### src/rtl/evo_lattice.sv
module evo_lattice #(
  parameter int N_IN  = 4,
  parameter int N_OUT = 4,
  parameter int N_LE  = 20,
  parameter int ROWS  = 4,
  localparam int NS   = N_IN + N_LE,
  localparam int N_RT = 2 * N_LE + N_OUT,
  localparam int SW   = $clog2(NS),
  localparam int LAW  = $clog2(N_LE),
  localparam int RAW  = $clog2(N_RT)
) (
  input  logic             cfg_clk,
  input  logic             cfg_rst_n,
  input  logic             lut_we,
  input  logic [LAW-1:0]   lut_addr,
  input  logic [3:0]       lut_data,
  input  logic             rte_we,
  input  logic [RAW-1:0]   rte_addr,
  input  logic [SW-1:0]    rte_data,
  input  logic [N_IN-1:0]  x_in,
  output logic [N_OUT-1:0] y_out
);
  localparam logic [LAW:0] LUT_LIM = (LAW+1)'(N_LE);
  localparam logic [RAW:0] RTE_LIM = (RAW+1)'(N_RT);
  localparam logic [SW:0]  OUT_LIM = (SW+1)'(NS);

  logic [N_LE-1:0][3:0]    lut_q;
  logic [N_RT-1:0][SW-1:0] rte_q;

  always_ff @(posedge cfg_clk or negedge cfg_rst_n) begin
    if (!cfg_rst_n) begin
      lut_q <= '0;
      rte_q <= '0;
    end else begin
      if (lut_we && ({1'b0, lut_addr} < LUT_LIM)) lut_q[lut_addr] <= lut_data;
      if (rte_we && ({1'b0, rte_addr} < RTE_LIM)) rte_q[rte_addr] <= rte_data;
    end
  end

  // Cells are evaluated in index order, so a cell only sees sources already computed.
  always_comb begin
    logic [NS-1:0] v;
    logic [SW:0]   lim;
    logic [SW-1:0] ia, ib;
    logic          a, b;
    v = '0;
    v[N_IN-1:0] = x_in;
    for (int j = 0; j < N_LE; j++) begin
      lim = (SW+1)'(N_IN + (j / ROWS) * ROWS);
      ia  = rte_q[2*j];
      ib  = rte_q[2*j+1];
      a   = ({1'b0, ia} < lim) ? v[ia] : x_in[0];
      b   = ({1'b0, ib} < lim) ? v[ib] : x_in[0];
      v[N_IN+j] = lut_q[j][{b, a}];
    end
    for (int k = 0; k < N_OUT; k++) begin
      ia       = rte_q[2*N_LE+k];
      y_out[k] = ({1'b0, ia} < OUT_LIM) ? v[ia] : x_in[0];
    end
  end
endmodule


### config.mk
export PLATFORM = sky130hd
export DESIGN_NAME = evo_lattice
export DESIGN_NICKNAME = d
export VERILOG_FILES = /design/src/rtl/evo_lattice.sv
export SDC_FILE = /design/constraint.sdc
export NUM_CORES = 1
export LEC_CHECK = 0
export BUFFER_PORTS_ARGS = -buffer_cell sky130_fd_sc_hd__clkbuf_2
export CORE_MARGIN = 5
export CORE_UTILIZATION = 45
export CTS_CLUSTER_SIZE = 20
export DETAILED_ROUTE_END_ITERATION = 6
export HOLD_SLACK_MARGIN = 0.1
export PLACE_DENSITY_LB_ADDON = 0.12
export SETUP_SLACK_MARGIN = 0.05
export SYNTH_ARGS = -nofsm -noshare
export SYNTH_HDL_FRONTEND = slang
export SYNTH_SLANG_ARGS = --single-unit
### constraint.sdc
create_clock -name cfg_clk -period 13.9 [get_ports cfg_clk]
set_input_delay 2.085 -clock cfg_clk [delete_from_list [all_inputs] [get_ports cfg_clk]]
set_output_delay 2.085 -clock cfg_clk [all_outputs]
set_load 0.01 [all_outputs]
# Yosys cells after proc, flatten, opt, wreduce, memory -nomap -nowiden
# Cells that the tools add are included.
# word_totals
output_inout_bits	4
ram_bits	0
n_memories	0
mem_bits_ro	0
latch_bits	0
input_bits	28
elab_cells	360
regBits	300
# op_classes
shifts	0
reduce_logical	4
add_sub_neg	0
eq_ne	0
n_mul	0
bitwise	0
n_div	0
mux	178
order_cmp	114
# op_table
op	count
$lt 5x6->1 const B	45
$bmux 1 s5	44
$bwmux 220	1
$mux 1	108
$lt 5x5->1 const B	21
$bwmux 80	1
$lt 5x4->1 const B	16
$lt 2x3->1 const B	20
$bmux 1 s2	20
$lt 5x3->1 const B	8
$demux 5 s6	1
$demux 4 s5	1
$lt 6x7->1 const B	1
$ge 6x1->1 const B	1
$lt 6x6->1 const B	1
$ge 5x1->1 const B	1
$mux 5	1
$logic_and 1x1->1	4
$mux 4	1

# Depth between registers and ports, before layout
# logic_depth
ltp_word	103
depth_mapped	27
depth_no_buf	22

# Worst setup path after synthesis
# OpenSTA, ideal clock, no wires.
# synth_path
kind	input to output
startpoint	input port x_in[1]
endpoint	output port y_out[0]
required_ns	11.815
t_arrival_ns	8.469
setup_slack_ns	3.346
path_stages	22
n_path_buf	1
cell_sequence	buf_4 mux2i_1 a22o_1 a22oi_2 mux4_2 mux4_2 o21ai_1 mux2_2 mux4_2 o21ai_2 mux2_4 or3_4 mux2_4 a221oi_4 and4bb_2 nor3_4 nor2_1 a21oi_1 a311oi_1 mux4_2 mux4_2 a21o_1
# synth_via
elab_chain_len	103
word_cells_on_any_way	163
cone_classes	mux (163)
# synth_rtl
item	line	text
start, declared	20	input logic [N_IN-1:0] x_in,
$bmux 1 s5 (on tied branches)	52, 53	
$mux 1 (on tied branches) (2 in a row)	52, 53	
$bmux 1 s2	54	v[N_IN+j] = lut_q[j][{b, a}];
$mux 1 (implied by the code)	54	
$bmux 1 s5 (on tied branches)	52, 53	
$mux 1 (on tied branches) (2 in a row)	52, 53	
$bmux 1 s2	54	
$mux 1 (implied by the code)	54	
(+84 left out)	--	
$mux 1 (implied by the code)	54	
$bmux 1 s5 (on tied branches)	52, 53	
$mux 1 (on tied branches) (2 in a row)	52, 53	
$bmux 1 s2	54	
$mux 1 (implied by the code)	54	
$bmux 1 s5 *	58	y_out[k] = ({1'b0, ia} < OUT_LIM) ? v[ia] : x_in[0];
$mux 1 (implied by the code) *	58	
$mux 1 *	58	
end, declared	21	output logic [N_OUT-1:0] y_out
# Mark *: on every way between the ends. The rest lies on a longest branch, timed or not. The select of a mux whose other input is x is not followed.

# Worst setup path in the final report
# layout_path
startpoint	input port x_in[3]
endpoint	output port y_out[2]
# The elaborated chain is that of the path after synthesis.

==> results.md <==
- Post-CTS setup buffer count: 0
- Gp weighted congestion: roughly 0.9
- Starting Density: between 40% and 50%
- Gate Count Post-Synth: 1,677
- Largest net degree at the start of global routing: around 140
- Pwr Density: between 150 and 200 nW/µm²
- Clock skew after layout: 0 ns
- Number of port buffers: 31
- Total core area: approximately 42,000 µm²
- Post-synth cell types: 99
- Worst Hold Class: reg2reg
- Die Span X: between 200 and 250 µm
- Area leader, netlist: dfrtp_1
- WL final: approximately 59,000 µm
- Die Span Y: about 220 µm
- Mapped Area: 19,100 µm²
- Final #Nets: 1,686
- Number of synthesis warnings: 0
- Crit path DAT: about 10 ns
- GRT overflow: 0
- Max FO, Critical Path: 25
- Crit. End Element: primary output
- CTS Buffer Depth: 3
- Status: completed
- CTS tree: done
- RSZ-0062 raised after global routing: no
- Initial DRC count: ~1,200
- Dominant cell by count in the synthesized netlist: dfrtp_1
- Top Ports: 32
- Std cell rows: 75
- Antenna viol nets, final: 0
- Initial antenna violation count: 2
- Leakage: between 8 and 9 nW
- CP Class: in2out
- Post-synth ARST share: 100%
- Max cap viols: 0
- Syn_area_per_cell: between 10 and 15 µm²
- Die Area: roughly 47,000 µm²
- Vias in the first global route: between 10,000 and 15,000
- Final hold violations: 0
- EDFF count, synth: 0
- CTS Buf Count: 37
- Post_cts resized: 0
- Commonest cells post-synth: dfrtp_1, mux2_2, nor2_1
- F_max: around 0.080 GHz
- Area Growth Syn to Fin: 9.94%
- Worst skew pair latency: around 0.55 ns
- Vias/cell: roughly 6.5
- # hold bufs at CTS: 0
- Clock transition at the registers of the reported paths: 0.05 ns
- Routed vias: 14,380
- Startpoint Class: primary input
- DR WL/cell: ~27 µm
- Pre-antenna DRT Iters: 5
- CTS Sinks: 300
- Yosys top cell area share: 39.4%
- Fin crit period: ~13 ns
- Top FF cell, synth: dfrtp_1
- H-tree depth: 2
- Slew Limit Fails: 0
- Clk Tree Root Cell: clkbuf_16
- Sequential share of the synthesized area: between 30 and 40%
- Fin crit share: approximately nine tenths
- First-pass GRT wire length: slightly above 90,000 µm
- Post-DP HPWL: between 30,000 and 40,000 µm
- Slew @ Worst Pin: approximately 1.2 ns
- DRC: 0
- Endpoints failing setup: 0
- Global Route Usage Sum: around 25%
- Flops & latches, synth: 300
- Synth area leaders: dfrtp_1, mux2_2, mux4_2
- Design area: roughly 21,000 µm²
- Ratio of cells with drive above 1 in the final layout: 33.4%
- Slew headroom: between 10% and 20%
- Req. time, crit path: around 12 ns
- Max VDD drop: just over 0.00008 V
- Setup TNS: 0 ns
- Placed cell areas: roughly 20,000 µm²
- Mapped Nets: 1,705
- # diodes: 0
## final timing paths
kind | startpoint | to | slack, ns | cells past startpoint
min reg2reg | rte_q[14] | rte_q[14] | 0.50 | 1
min in group asynchronous | cfg_rst_n | rte_q[7] | 1.54 | 1
min | rte_q[14] | rte_q[14] | 0.50 | 1
max | x_in[3] | y_out[2] | 1.34 | 23
max in group asynchronous | cfg_rst_n | lut_q[35] | 10.36 | 3
max reg2reg | rte_q[216] | rte_q[216] | 12.90 | 1
## routing by layer
metal	track usage [%]	up-vias	share of wire, %
met3	5.37	164	6.6
met5	0	-	0.014
met2	39.0	519	45
met1	34.8	7363	43
met4	11.0	2	5.0
li1	-	6332	-
## through the flow
stage	util, %	total power [mW]	setup slack, ns	hold slack [ns]	std cells
floorplan	-	2.06	3.35	0.470	1677
global placement	46.9	2.41	1.65	0.488	2158
detailed placement	46.9	2.43	1.40	0.493	2158
CTS	50.0	3.47	1.38	0.507	2222
global route	50.0	3.64	0.906	0.515	2222
finish	50.0	3.47	1.34	0.503	2222
## worst max-delay path, stage by stage
cell       delay, ns
clkbuf_2        0.48
mux2i_1         0.16
a22o_1          0.26
a22oi_1         0.31
mux4_2          0.85
mux4_2          0.58
mux2_4          0.35
a31oi_4         0.70
nand3_1         0.21
a31o_1          0.26
o2111ai_1       0.23
and2_0          0.80
o221ai_1        0.31
a2111o_1        0.49
a31oi_2         0.29
nor3_4          0.14
nor2_1          0.11
a21oi_1         0.05
a311oi_1        0.38
mux4_2          0.59
mux4_2          0.48
a21o_1          0.19
clkbuf_2        0.12
## final cells by class
type                    instances  area (µm²)
fillers                      3726       21000
clock buffers                  49        1090
inverters                      51         191
clock inverters                15         208
repair buffers                 53         343
well taps                     539         674
flip-flops and latches        300        7510
multi-input cells            1215       11000
## sequential cells by signal (all words and copies together), names as in the netlist
name / cells
lut_q: 80
rte_q: 220
## logic make-up after synthesis
logic type | count (synthesis) | share of synthesized area (%)
flip-flops | 300 | 39.4
buffers and inverters | 162 | 3.33
AND/OR/NAND/NOR | 440 | 11.8
AO/OA/AOI/OAI | 298 | 11.3
multiplexers | 477 | 34.2
## layout by cell type (no fill, tap or decap), drive strengths merged, types with 7 or more instances in the layout
cell,n
dfrtp,300
mux2,297
nor2,117
nand2,115
mux4,108
clkbuf,78
o21ai,73
mux2i,72
a21oi,54
inv,51
nand3,34
nor3,29
buf,24
nor3b,20
nor2b,19
a31oi,17
nand3b,16
o211ai,15
and2,15
nand2b,13
a22oi,12
o22ai,11
nor4,11
and3,10
a21o,10
a211oi,10
clkinv,10
or2,8
a221oi,8
a22o,7
nor4b,7
a32oi,7
o2111ai,7
o31ai,7
or3,7
## power by group
part | switching (mW) | internal, mW | leakage (nW)
Combinational | 0.699 | 0.578 | 4.24
Sequential | 0.157 | 1.00 | 3.90
Clock | 0.387 | 0.644 | 0.651
(Power assumes the default switching activity.)
